### src/rtl/gks_pkg.sv
package gks_pkg;
  localparam int unsigned IDX_BITS   = 3;
  localparam int unsigned BYTE_BITS  = 8;
  localparam int unsigned KEY_BYTES  = 7;
  localparam logic [BYTE_BITS-1:0] POLY_LOW = 8'h95;

  typedef struct packed {
    logic                advance;
    logic                loadAny;
    logic [IDX_BITS-1:0] loadIdx;
  } stepCtrl_t;
endpackage

### src/rtl/gks_ctrl.sv
module gks_ctrl #(
  parameter int unsigned NUM_BYTES = gks_pkg::KEY_BYTES
) (
  input  logic                         haltIn,
  input  logic                         wrEn,
  input  logic [gks_pkg::IDX_BITS-1:0] wrIdx,
  output gks_pkg::stepCtrl_t           ctrl
);
  localparam int unsigned CMP_W = gks_pkg::IDX_BITS + 1;
  localparam logic [CMP_W-1:0] BYTE_LIMIT = CMP_W'(NUM_BYTES);

  logic idxInRange;

  assign idxInRange = ({1'b0, wrIdx} < BYTE_LIMIT);

  always_comb begin
    ctrl.advance = ~haltIn;
    ctrl.loadAny = haltIn & wrEn & idxInRange;
    ctrl.loadIdx = wrIdx;
  end
endmodule

### src/rtl/gks_byte_stage.sv
module gks_byte_stage #(
  parameter int unsigned     BYTE_W   = gks_pkg::BYTE_BITS,
  parameter bit              IS_POLY  = 1'b0,
  parameter logic [BYTE_W-1:0] TAP_MASK = gks_pkg::POLY_LOW
) (
  input  logic              clk,
  input  logic              rstN,
  input  logic              advance,
  input  logic              load,
  input  logic [BYTE_W-1:0] loadData,
  input  logic              shiftIn,
  output logic [BYTE_W-1:0] q,
  output logic              carryOut
);
  logic [BYTE_W-1:0] shifted;

  generate
    if (IS_POLY) begin : g_poly
      assign shifted = {q[BYTE_W-2:0], 1'b0} ^ (shiftIn ? TAP_MASK : '0);
    end else begin : g_plain
      assign shifted = {q[BYTE_W-2:0], shiftIn};
    end
  endgenerate

  always_ff @(posedge clk or negedge rstN) begin
    if (!rstN) begin
      q <= '0;
    end else if (advance) begin
      q <= shifted;
    end else if (load) begin
      q <= loadData;
    end
  end

  assign carryOut = q[BYTE_W-1];
endmodule

### src/rtl/gks_datapath.sv
module gks_datapath #(
  parameter int unsigned       BYTE_W    = gks_pkg::BYTE_BITS,
  parameter int unsigned       NUM_BYTES = gks_pkg::KEY_BYTES,
  parameter logic [BYTE_W-1:0] TAP_MASK  = gks_pkg::POLY_LOW,
  localparam int unsigned      KEY_W     = BYTE_W * NUM_BYTES
) (
  input  logic               clk,
  input  logic               rstN,
  input  gks_pkg::stepCtrl_t ctrl,
  input  logic [BYTE_W-1:0]  wrData,
  output logic [KEY_W-1:0]   keyOut
);
  logic [NUM_BYTES-1:0] carry;

  generate
    for (genvar b = 0; b < NUM_BYTES; b++) begin : g_byte
      logic loadSel;
      logic shiftIn;
      assign loadSel = ctrl.loadAny &&
                       (ctrl.loadIdx == gks_pkg::IDX_BITS'(b));
      if (b == 0) begin : g_low
        assign shiftIn = carry[NUM_BYTES-1];
      end else begin : g_high
        assign shiftIn = carry[b-1];
      end
      gks_byte_stage #(
        .BYTE_W  (BYTE_W),
        .IS_POLY (b == 0),
        .TAP_MASK(TAP_MASK)
      ) u_stage (
        .clk     (clk),
        .rstN    (rstN),
        .advance (ctrl.advance),
        .load    (loadSel),
        .loadData(wrData),
        .shiftIn (shiftIn),
        .q       (keyOut[b*BYTE_W +: BYTE_W]),
        .carryOut(carry[b])
      );
    end
  endgenerate
endmodule

### src/rtl/galois_key_stepper.sv
module galois_key_stepper #(
  parameter int unsigned       BYTE_W    = gks_pkg::BYTE_BITS,
  parameter int unsigned       NUM_BYTES = gks_pkg::KEY_BYTES,
  parameter logic [BYTE_W-1:0] TAP_MASK  = gks_pkg::POLY_LOW,
  localparam int unsigned      KEY_W     = BYTE_W * NUM_BYTES,
  localparam int unsigned      IDX_W     = gks_pkg::IDX_BITS
) (
  input  logic              clk,
  input  logic              rstN,
  input  logic              haltIn,
  input  logic              wrEn,
  input  logic [IDX_W-1:0]  wrIdx,
  input  logic [BYTE_W-1:0] wrData,
  output logic [KEY_W-1:0]  keyOut
);
  gks_pkg::stepCtrl_t ctrl;

  gks_ctrl #(.NUM_BYTES(NUM_BYTES)) u_ctrl (
    .haltIn(haltIn),
    .wrEn  (wrEn),
    .wrIdx (wrIdx),
    .ctrl  (ctrl)
  );

  gks_datapath #(
    .BYTE_W   (BYTE_W),
    .NUM_BYTES(NUM_BYTES),
    .TAP_MASK (TAP_MASK)
  ) u_dp (
    .clk   (clk),
    .rstN  (rstN),
    .ctrl  (ctrl),
    .wrData(wrData),
    .keyOut(keyOut)
  );
endmodule

### config.mk
export PLATFORM = sky130hd
export DESIGN_NAME = galois_key_stepper
export DESIGN_NICKNAME = d
export VERILOG_FILES = /design/src/rtl/gks_pkg.sv /design/src/rtl/gks_ctrl.sv /design/src/rtl/gks_byte_stage.sv /design/src/rtl/gks_datapath.sv /design/src/rtl/galois_key_stepper.sv
export SDC_FILE = /design/constraint.sdc
export NUM_CORES = 1
export LEC_CHECK = 0
export ABC_AREA = 0
export BUFFER_PORTS_ARGS = -buffer_cell sky130_fd_sc_hd__buf_2
export CORE_MARGIN = 3
export CORE_UTILIZATION = 52
export DETAILED_ROUTE_END_ITERATION = 7
export GPL_TIMING_DRIVEN = 0
export PLACE_DENSITY = 0.77
export SLEW_MARGIN = 20
export SYNTH_ARGS = -nofsm -noshare
export SYNTH_HDL_FRONTEND = slang
export SYNTH_SLANG_ARGS = --single-unit
### constraint.sdc
create_clock -name clk -period 1.25 [get_ports clk]
set_clock_uncertainty 0.1 [all_clocks]
set_input_delay 0.125 -clock clk [delete_from_list [all_inputs] [get_ports clk]]
set_output_delay 0.125 -clock clk [all_outputs]
set_load 0.02 [all_outputs]
* Word level (Yosys, flattened, before mapping)
Index checks and enable logic that the tools add are counted.
** Storage, ports and cells
- Bits in registers :: 56
- Latch bits :: 0
- Bits in writable memories :: 0
- Bits in read-only memories :: 0
- Input port bits :: 15
- Output and inout bits :: 56
- Memories :: 0
** Operators by class
- $add $sub $neg :: 0
- Multiply operators :: 0
- Divide/modulo/power cells :: 0
- $lt $le $gt $ge :: 1
- Equal/unequal tests :: 13
- Shift-type cells :: 0
- Muxes and demuxes :: 15
- Bitwise gates (word level) :: 3
- Reductions and logical operators :: 8
** Operators by type and width (count)
- 2-to-1 mux 8 bit :: 15
- != test 2 x 1 -> 1 bit, second input constant :: 7
- equality test 3 bit, second input constant :: 3
- XOR 8 bit :: 1
- logical AND 1 bit :: 7
- equality test 3 x 2 -> 1 bit, second input constant :: 2
- equality test 3 x 1 -> 1 bit, second input constant :: 1
- zero test 3 bit :: 1
- less-than comparator 3 bit, second input constant :: 1
- bitwise AND 1 bit :: 2

* Logic depth before layout (Yosys ltp)
Gate-level depths: netlist of run 1.
- Depth after elaboration :: 5
- Gate-level depth with buffers :: 4
- Depth with buffers taken out :: 3

* Hierarchy
A second synthesis of run 1 with hierarchy kept.
** Second synthesis, totals
- Cells, all modules :: 258
- Area, all modules :: 2807.7 um^2
** By module, submodules not included
- gks_byte_stage at u_dp.g_byte[1].u_stage ... :: instances 6, cells each 35, area each 380.4 um^2, sequential area each 200.2 um^2
- gks_byte_stage at u_dp.g_byte[0].u_stage :: instances 1, cells each 35, area each 402.9 um^2, sequential area each 200.2 um^2
- gks_datapath :: instances 1, cells each 7, area each 86.3 um^2, sequential area each 0.0 um^2
- gks_ctrl :: instances 1, cells each 6, area each 36.3 um^2, sequential area each 0.0 um^2

* Worst setup path before layout of run 1
Ideal clock, no wire load.
- Path type :: input to register
- Start :: input wrIdx[1]
- End :: register u_dp.g_byte[0].u_stage.q[6]
- Library setup time :: 0.137 ns
- Arrival :: 0.822 ns
- Slack :: 0.190 ns
- Stages :: 4
- Cell sequence :: nor4b_2 > buf_6 > mux2i_1 > a21oi_1
** On the way
- Word-level cells in the longest chain between the ends :: 4
- Elaborated cells on any way between the ends :: 5
- Those cells by class :: order compare: 1; eq/ne: 1; bitwise: 1; reduce/logical: 2
** RTL lines
- start, declared :: line galois_key_stepper.sv:12 : input logic [IDX_W-1:0] wrIdx,
- less-than comparator 3 bit :: line gks_ctrl.sv:14 : assign idxInRange = ({1'b0, wrIdx} < BYTE_LIMIT);
- bitwise AND 1 bit :: line gks_ctrl.sv:18 : ctrl.loadAny = haltIn & wrEn & idxInRange;
- logical AND 1 bit * :: line gks_datapath.sv:19 : assign loadSel = ctrl.loadAny &&
- != test 2 x 1 -> 1 bit (no line) *
- end signal, assigned :: line gks_byte_stage.sv:29 : q <= shifted;
- end signal, assigned :: line gks_byte_stage.sv:31 : q <= loadData;
- end, declared :: line gks_byte_stage.sv:12 : output logic [BYTE_W-1:0] q,
Every way passes the cells marked *; elsewhere a longest branch is shown, timed or not.
A chain may end at the register's enable or synchronous reset.

* Worst setup path in the final report of run 1
- Start :: register u_dp.g_byte[0].u_stage.q[7]
- End :: output keyOut[7]
** RTL lines
- end, declared :: line galois_key_stepper.sv:14 : output logic [KEY_W-1:0] keyOut
No word-level cell between the ends.

==> flow_summary.toml, run 1 <==
[status]
status = "finished clean"

[cts]
cts_tree = "built"
clockBufferDepth = 2
cts-htree-levels = 2
clock_sinks = 56
path_clk_slew_ps = 100
clk_latency_ps = 310
cts_root_buf = "clkbuf_8"
numCtsBuffers = 5

[global_route]
overflow = 0
grt_pass1_wl_microns = 10700
grt_max_degree = 57
antenna_found_initial = 0
grt_pass1_vias = 2106
grtUsageMet1_pct = 32.1
globalRouteMet3Util_pct = 3.44
grtUsageMet2_pct = 36.2
top_usage_layer = "met2"
gr-usage-all-layers_pct = 22.8

[critical_path]
startpoint_type = "flop"
arrival_ps = 990
path_max_fanout = 3
path_class = "flop to output pin"
r2r-start = "u_dp.g_byte[6].u_stage.q[7]$_DFFE_PN0P_"
worstPathRequired_ps = 1020
critPathLaunch = "u_dp.g_byte[0].u_stage.q[7]$_DFFE_PN0P_"
end_kind = "output pin"

[drt]
vias = 2245
dr.pass1.iters = 5
viasPerCell = 5.46
postRouteAntennaNets = 0
wire_per_inst_microns = 16.8
dr.first_iter.drc_count = 143
drc = 0
drt-total-wl_microns = 6890

[floorplan]
design.core.area_sq_um = 4880
die-area_sq_um = 6130
fp-row-count = 25
die_width_microns = 78.3
initial_core_util_pct = 55.7
io_pins = 71
die_height_microns = 78.3

[final_layout]
post-route-util_pct = 68.3
largest_register_ffs = 56
regMostFlops = "u_dp.g_byte.u_stage.q"
mostFrequentLayoutCell = "buf_2"
drive_above_1_share_pct = 28.8
reg_top3 = "u_dp.g_byte.u_stage.q x56"
layout.nets = 358
final_cell_area_sq_um = 3330
syn_to_final_growth_pct = 22.7
final_cell_mix = "65 x buf_2, 56 x mux2i_1, 56 x nor2_1, 56 x a21oi_1, 56 x dfrtp_1"
num_antenna_cells = 0
num-fill-cells = 438

[synthesis]
yosysWarnings = 0
syn_area_per_cell_sq_um = 10.4
ys_types = 13
yosysSeqAreaShare_pct = 51.6
synth_seq_cells = 56
syn_inst = 261
synth_area_sq_um = 2720
syn-num-nets = 276

[timing]
timing_hold_violations_final = 0
setup_viol = 0
finalMaxSlewViolations = 0
fin_ws_ps = 33.8
slew_headroom_pct = 52.7
tightest_slew_ps = 710
fin_crit_sh_pct = 97.3
fin_crit_ps = 1220
fmax_ghz = 0.822

[place]
io_buffers = 69
post-place-ws_ps = -78.2
gp_congestion = 0.827
dpl_cell_area_sq_um = 3150
dpl.hpwl_microns = 4650

[power]
cellPowerDensity_nw_per_um2 = 1610
fin_total_pwr_uw = 5370
p_sw_uw = 1920
ir_drop_mv = 1.04
p_int_uw = 3450
p_sw_share_pct = 35.8
p_seq_share_pct = 45.5
power_frac_comb_pct = 32.3
clockPowerShare_pct = 22.2
p_leak_uw = 0.00151

[job]
drv_cap = 0

[min_path]
hp-class = "primary input to flop"
min_from = "haltIn"
area by class of cell:
class	instances	area, sq um	share of cell area [%]
buffer	26	153	4.58
clock buffer	5	68.8	2.06
clock inverter	3	42.5	1.28
tap	67	83.8	2.52
timing repair buffer	76	428	12.8
sequential	56	1400	42.0
multi-input combinational	178	1160	34.7
logic make-up (layout without fill, tap and decap cells):
family	after synthesis	after routing	synth area share [%]
AND/OR/NAND/NOR	63	63	10.6
buffers and inverters	27	110	5.85
XOR/XNOR	3	3	0.967
flip-flops	56	56	51.6
multiplexers	56	56	20.6
AO/OA/AOI/OAI	56	56	10.3
power by group through the flow:
stage | Clock, uW | Sequential [uW] | Combinational [uW]
6_report | 1190 | 2440 | 1740
5_1_grt | 1280 | 2490 | 1890
4_1_cts | 1210 | 2450 | 1700
3_5_place_dp | 0 | 2490 | 1650
3_3_place_gp | 0 | 2470 | 1610
2_1_floorplan | 0 | 2820 | 679
path summary, 6_finish.rpt:
| path | endpoint | slack, ps | cells after the start |
|---|---|---|---|
| min in group asynchronous | u_dp.g_byte[2].u_stage.q[2]$_DFFE_PN0P_ | 310 | 2 |
| worst min-delay path | u_dp.g_byte[5].u_stage.q[4]$_DFFE_PN0P_ | 50 | 3 |
| worst max register to register | u_dp.g_byte[0].u_stage.q[2]$_DFFE_PN0P_ | 150 | 4 |
| max in group asynchronous | u_dp.g_byte[0].u_stage.q[0]$_DFFE_PN0P_ | 280 | 2 |
| worst max-delay path | keyOut[7] | 30 | 2 |
| worst min register to register | u_dp.g_byte[1].u_stage.q[2]$_DFFE_PN0P_ | 450 | 2 |
cell usage after synthesis:
master / n / area (sq um)
mux2i_1: 56 / 561
dfrtp_1: 56 / 1400
buf_6: 1 / 11.3
buf_1: 1 / 3.75
nand4b_1: 3 / 26.3
xor2_1: 3 / 26.3
buf_2: 1 / 5.00
clkbuf_1: 11 / 41.3
nor4b_2: 1 / 15.0
and4bb_1: 3 / 37.5
a21oi_1: 56 / 280
buf_4: 13 / 97.6
nor2_1: 56 / 210
metal layers:
metal / up-vias / share of wire (%)
li1: 1056 / -
met1: 1087 / 45
met2: 92 / 45
met3: 10 / 7.5
met4: 0 / 1.6
met5: - / 0
what timing repair did:
item,4_1_cts,5_1_grt
hold buffers,1,0
setup buffers,3,3
setup endpoints to repair,3,8
resized for setup,2,8
hold endpoints to repair,56,0
stage by stage:
stage | hold slack, ps | setup TNS [ps] | std cells
final | 48.9 | 0 | 411
after global routing | 94.9 | -2.92 | 411
after CTS | 44.0 | 0 | 409
after detailed placement | 118 | -868 | 397
after global placement | 357 | -6240 | 397
after floorplan | -271 | 0 | 261
worst max-delay path: stages, from the launching register on:
cell and delay (ps):
dfrtp_1 410, buf_4 130, buf_2 150
(Power assumes the default switching activity.)
==> run 2: changes to the inputs <==
--- a/config.mk
+++ b/config.mk
@@ -7,11 +7,13 @@
 export LEC_CHECK = 0
 export ABC_AREA = 0
 export BUFFER_PORTS_ARGS = -buffer_cell sky130_fd_sc_hd__buf_2
+export CELL_PAD_IN_SITES_DETAIL_PLACEMENT = 1
+export CELL_PAD_IN_SITES_GLOBAL_PLACEMENT = 1
 export CORE_MARGIN = 3
-export CORE_UTILIZATION = 52
+export CORE_UTILIZATION = 40
 export DETAILED_ROUTE_END_ITERATION = 7
 export GPL_TIMING_DRIVEN = 0
-export PLACE_DENSITY = 0.77
+export PLACE_DENSITY = 0.85
 export SLEW_MARGIN = 20
 export SYNTH_ARGS = -nofsm -noshare
 export SYNTH_HDL_FRONTEND = slang
==> run 2 against run 1 <==
Against the previous run: sequential share of layout area did not move; via count increased by 1.4%; sequential power about the same; fmax grew 0.77%; worst setup slack improved by 9.3 ps; count of clock-buffer cells in the layout grew 3; wire length up 15%; largest cell class unchanged; highest routed layer unchanged.
==> flow_summary.toml, run 2 (synthesized netlist as in run 1, its figures left out) <==
[status]
status = "finished clean"

[critical_path]
ff2ff_path_depth = 4
path_class = "flop to output pin"
r2r-end = "u_dp.g_byte[0].u_stage.q[2]$_DFFE_PN0P_"
end_kind = "output pin"
startpoint_type = "flop"
critPathLaunch = "u_dp.g_byte[3].u_stage.q[7]$_DFFE_PN0P_"
rrSetupSlack_ps = 100
r2r-start = "u_dp.g_byte[6].u_stage.q[7]$_DFFE_PN0P_"
path_max_fanout = 2
arrival_ps = 980
worstPathRequired_ps = 1020

[cts]
path_clk_slew_ps = 100
clockBufferDepth = 2
cts_root_buf = "clkbuf_8"
numCtsBuffers = 5
clk_latency_ps = 320
cts-htree-levels = 2
cts_tree = "built"
clock_sinks = 56

[final_layout]
drive_above_1_share_pct = 28.2
layout.nets = 358
largest_register_ffs = 56
regMostFlops = "u_dp.g_byte.u_stage.q"
syn_to_final_growth_pct = 22.7
num-fill-cells = 756
final_cell_area_sq_um = 3330
final_cell_count_no_fill = 421
mostFrequentLayoutCell = "buf_2"
final_cell_mix = "63 x buf_2, 56 x mux2i_1, 56 x nor2_1, 56 x a21oi_1, 56 x dfrtp_1"
reg_top3 = "u_dp.g_byte.u_stage.q x56"
num_antenna_cells = 0

[global_route]
overflow = 0
gr-usage-all-layers_pct = 21.5
grt_pass1_wl_microns = 12800
grt_max_degree = 57
antenna_found_initial = 0
grt_pass1_vias = 2451

[floorplan]
die-area_sq_um = 7820
fp-row-count = 29
io_pins = 71
initial_core_util_pct = 42.1
die_width_microns = 88.4
die_height_microns = 88.4
design.core.area_sq_um = 6460

[min_path]
hp-class = "primary input to flop"
hold_depth = 3
whs_endpoint = "u_dp.g_byte[0].u_stage.q[6]$_DFFE_PN0P_"
min_from = "haltIn"

[drt]
dr.first_iter.drc_count = 95
drt-total-wl_microns = 7920
dr.pass1.iters = 5
vias = 2276
wire_per_inst_microns = 18.8
viasPerCell = 5.41
postRouteAntennaNets = 0
drc = 0

[place]
io_buffers = 69
placed_cells = 407
gp_congestion = 0.813
dpl.hpwl_microns = 5530
dpl_cell_area_sq_um = 3160

[power]
ir_drop_mv = 0.609
p_int_uw = 3320
p_sw_share_pct = 37.0
power_frac_comb_pct = 33.7
p_leak_uw = 0.00151
p_seq_share_pct = 46.6
p_sw_uw = 1950
clockPowerShare_pct = 19.7
cellPowerDensity_nw_per_um2 = 1580

[timing]
fmax_ghz = 0.829
fin_crit_ps = 1210
rsz0062_at_grt = "false"
setup_viol = 0
slew_headroom_pct = 51.1
tightest_slew_ps = 734
fin_crit_sh_pct = 96.5
timing_hold_violations_final = 0
finalMaxSlewViolations = 0

[job]
drv_cap = 0
==> run 2: stage by stage <==
step,hold slack [ps],total power (uW),utilization [%],TNS [ps],setup WS [ps]
final,62.5,5270,51.6,0,43.1
after global routing,103,5600,51.6,0,6.49
after CTS,58.1,5270,51.0,0,1.57
after detailed placement,136,4190,48.9,-1230,-98.9
after global placement,366,4110,48.9,-7170,-124
after floorplan,-271,3500,-,0,190
==> run 2: layer usage <==
layer	global-route usage [%]	wire [microns]
met1	28.6	3480
met2	35.5	3830
met3	5.87	536
met4	4.67	71
met5	0	0
==> run 2: repair_timing <==
item                                   CTS  global route
endpoints found under the hold margin   56             0
resized for setup                        1            11
hold buffers                             1             0
pin swaps                                0             0
setup endpoints to repair                5             7
buffers inserted                         4             3
==> run 2: final cells by class <==
class | instances | area [sq um] | area share (%)
flip-flops and latches | 56 | 1400 | 42.0
multi-input cells | 178 | 1160 | 34.7
repair buffers | 77 | 444 | 13.3
plain buffers | 25 | 145 | 4.35
well taps | 77 | 96.3 | 2.89
clock buffers | 8 | 90.1 | 2.70
==> run 2: critical path, stage by stage, from the launching register on <==
cell	delay, ps
dfrtp_1	410
buf_4	140
buf_6	120
==> run 2: worst max path at each step <==
| stage | cells past startpoint | to | slack (ps) |
|---|---|---|---|
| 2_1_floorplan | 4 | u_dp.g_byte[0].u_stage.q[6]$_DFFE_PN0P_ | 190 |
| 3_5_place_dp | 5 | u_dp.g_byte[0].u_stage.q[7]$_DFFE_PN0P_ | -100 |
| 4_1_cts | 2 | keyOut[47] | 2 |
| 3_3_place_gp | 1 | u_dp.g_byte[2].u_stage.q[2]$_DFFE_PN0P_ | -120 |
| 6_report | 2 | keyOut[31] | 40 |
| 5_1_grt | 4 | u_dp.g_byte[0].u_stage.q[7]$_DFFE_PN0P_ | 6 |
==> run 2: power groups by stage <==
stage / Sequential [uW] / Clock [uW] / Combinational (uW)
floorplan: 2820 / 0 / 679
global placement: 2480 / 0 / 1630
detailed placement: 2500 / 0 / 1680
CTS: 2460 / 1070 / 1740
global route: 2510 / 1140 / 1950
finish: 2460 / 1040 / 1780
==> run 3: changes to the inputs <==
--- a/config.mk
+++ b/config.mk
@@ -10,11 +10,12 @@
 export CELL_PAD_IN_SITES_DETAIL_PLACEMENT = 1
 export CELL_PAD_IN_SITES_GLOBAL_PLACEMENT = 1
 export CORE_MARGIN = 3
-export CORE_UTILIZATION = 40
+export CORE_UTILIZATION = 41
 export DETAILED_ROUTE_END_ITERATION = 7
 export GPL_TIMING_DRIVEN = 0
-export PLACE_DENSITY = 0.85
+export PLACE_DENSITY = 0.86
 export SLEW_MARGIN = 20
 export SYNTH_ARGS = -nofsm -noshare
 export SYNTH_HDL_FRONTEND = slang
+export SYNTH_HIERARCHICAL = 1
 export SYNTH_SLANG_ARGS = --single-unit
==> run 3 against run 2 <==
Against the previous run: core utilization rose by 2.2 points; area after synthesis is 3.4% higher; register-to-register slack improved by 60 ps; final cell count down 0.71%; sequential power increased by 5%; via count down 2.2%; flip-flop and latch count unchanged; hold slack better by 71 ps; critical path type unchanged.
==> flow_summary.toml, run 3 <==
[status]
status = "finished clean"

[synthesis]
synth_area_sq_um = 2810
syn-num-nets = 273
synthTopCellsByArea = "dfrtp_1 50%, mux2i_1 21%, o21ai_1 9.4%"
yosysSeqAreaShare_pct = 49.9
ys_types = 12
synth_top_area_share_pct = 49.9
ys_top_cells_by_count = "59 x mux2i_1, 56 x dfrtp_1, 54 x nand2_1"
synth_async_sr_flop_share_pct = 100
syn_inst = 258
yosysWarnings = 6
synth_top_area_cell = "dfrtp_1"
synth_flop_cell = "dfrtp_1"
synth.most_common_cell = "mux2i_1"
synth-edff-count = 0
syn_area_per_cell_sq_um = 10.9
synth_seq_cells = 56

[final_layout]
final_cell_count_no_fill = 418
post-route-util_pct = 53.8
syn_to_final_growth_pct = 24.6
multi_input_area_sq_um = 1210
largest_register_ffs = 56
seqCellArea_sq_um = 1400
num-fill-cells = 742
num_antenna_cells = 0
mostFrequentLayoutCell = "buf_2"
layout.nets = 355
final_cell_mix = "64 x buf_2, 58 x mux2i_1, 55 x dfrtp_1"
regMostFlops = "u_dp/g_byte.u_stage/q"
reg_top3 = "u_dp/g_byte.u_stage/q x56"
drive_above_1_share_pct = 34.6

[cts]
numCtsBuffers = 5
cts_tree = "built"
clk_latency_ps = 310
cts_root_buf = "clkbuf_8"
clockBufferDepth = 2
cts-htree-levels = 2
clock_sinks = 56
path_clk_slew_ps = 110

[floorplan]
die-area_sq_um = 7880
initial_core_util_pct = 43.2
fp-row-count = 29
die_height_microns = 88.8
die_width_microns = 88.8
io_pins = 71
design.core.area_sq_um = 6490

[timing]
timing_hold_violations_final = 0
setup_viol = 0
slew_headroom_pct = 51.0
fmax_ghz = 0.816
tightest_slew_ps = 734
finalMaxSlewViolations = 0
fin_crit_sh_pct = 98.0
fin_crit_ps = 1230

[min_path]
hold_depth = 3
whs_endpoint = "u_dp/g_byte[1].u_stage/q[5]$_DFFE_PN0P_"
min_from = "wrData[5]"
hp-class = "primary input to flop"

[drt]
dr.pass1.iters = 4
wire_per_inst_microns = 18.6
vias = 2226
drt-total-wl_microns = 7790
viasPerCell = 5.33
drc = 0
postRouteAntennaNets = 0
dr.first_iter.drc_count = 48

[critical_path]
arrival_ps = 1000
path_max_fanout = 2
crit_buf_inv = 2
critPathSlowestCell = "dfrtp_1"
worstPathRequired_ps = 1020
max_stage_delay_ps = 410
r2r-start = "u_dp/g_byte[2].u_stage/q[7]$_DFFE_PN0P_"
end_kind = "output pin"
cp_top_family = "flip-flops"
ff2ff_path_depth = 4
path_class = "flop to output pin"
rrSetupSlack_ps = 160
startpoint_type = "flop"
worstPathCellList = "buf_4, buf_2"
r2r-end = "u_dp/g_byte[2].u_stage/q[7]$_DFFE_PN0P_"

[power]
ir_drop_mv = 0.751
p_leak_uw = 0.00158
cellPowerDensity_nw_per_um2 = 1680

[global_route]
overflow = 0
grt_max_degree = 57
grt_pass1_wl_microns = 12400
grt_pass1_vias = 2314
gr-usage-all-layers_pct = 20.7
antenna_found_initial = 0

[job]
drv_cap = 0

[place]
dpl.hpwl_microns = 5020
gp_congestion = 0.754
placed_cells = 405
io_buffers = 70
==> run 3: how the worst max path moves through the flow <==
stage | startpoint | depth (start not counted) | slack [ps] | endpoint
global placement | haltIn | 5 | -530 | u_dp/g_byte[2].u_stage/q[6]$_DFFE_PN0P_
finish | u_dp/g_byte[2].u_stage/q[7]$_DFFE_PN0P_ | 2 | 20 | keyOut[23]
detailed placement | haltIn | 5 | -570 | u_dp/g_byte[1].u_stage/q[7]$_DFFE_PN0P_
floorplan | haltIn | 4 | -20 | u_dp/g_byte[1].u_stage/q[6]$_DFFE_PN0P_
CTS | u_dp/g_byte[1].u_stage/q[7]$_DFFE_PN0P_ | 2 | 2 | keyOut[15]
global route | wrEn | 7 | -20 | u_dp/g_byte[0].u_stage/q[5]$_DFFE_PN0P_
==> run 3: per-layer routing <==
metal	up-vias	part of all wire [%]	track usage, %
li1	1047	-	-
met1	1122	47	28.1
met2	50	50	35.7
met3	7	2.8	2.42
met4	0	0.81	4.53
met5	-	0	0
==> run 3: kinds of logic (layout without fill, tap and decap cells) <==
family,after synthesis,after routing,share of synthesized area (%)
buf+inv,25,108,8.16
simple gates,61,61,10.3
mux,59,59,21.0
compound gates,54,54,9.67
flops,56,56,49.9
xor+xnor,3,3,0.936
==> run 3: where the power goes <==
part | switching (uW) | leakage [uW] | internal (uW)
Sequential | 352 | 0.000745 | 2230
Combinational | 1220 | 0.000770 | 810
Clock | 615 | 0.0000614 | 657
Total | 2180 | 0.00158 | 3700
==> run 3: layout make-up <==
cell class | count | area share [%]
timing repair buffer | 76 | 12.3
tap | 77 | 2.75
clock buffer | 6 | 2.36
buffer | 22 | 6.23
inverter | 1 | 0.215
sequential | 56 | 40.1
multi-input combinational | 177 | 34.7
timing repair inverter | 1 | 0.215
clock inverter | 2 | 1.11
==> run 3: timing repair <==
item / in CTS / in global routing
gates resized for setup: 3 / 13
pin swaps: 0 / 1
cloned: 1 / 0
buffers inserted: 2 / 3
endpoints found under the setup margin: 55 / 15
endpoints found under the hold margin: 56 / 0
hold buffers: 1 / 0
==> run 3: worst reg2reg max path, stage by stage (launching register included) <==
cell     delay, ps
dfrtp_1        410
buf_4          130
buf_4          120
mux2i_1        120
o21ai_1         80
==> run 3: metrics by stage <==
step           worst slack (ps)  cell area [sq um]  hold WS (ps)  setup TNS [ps]  total power (uW)
6_report                   25.0               3500           134               0              5880
5_1_grt                   -23.1               3500           135           -38.3              6250
4_1_cts                    2.21               3440           122               0              5860
3_5_place_dp               -571               3280           145          -29190              4550
3_3_place_gp               -534               3280           370          -35350              4460
2_1_floorplan             -19.9               2830          -271            -490              3790
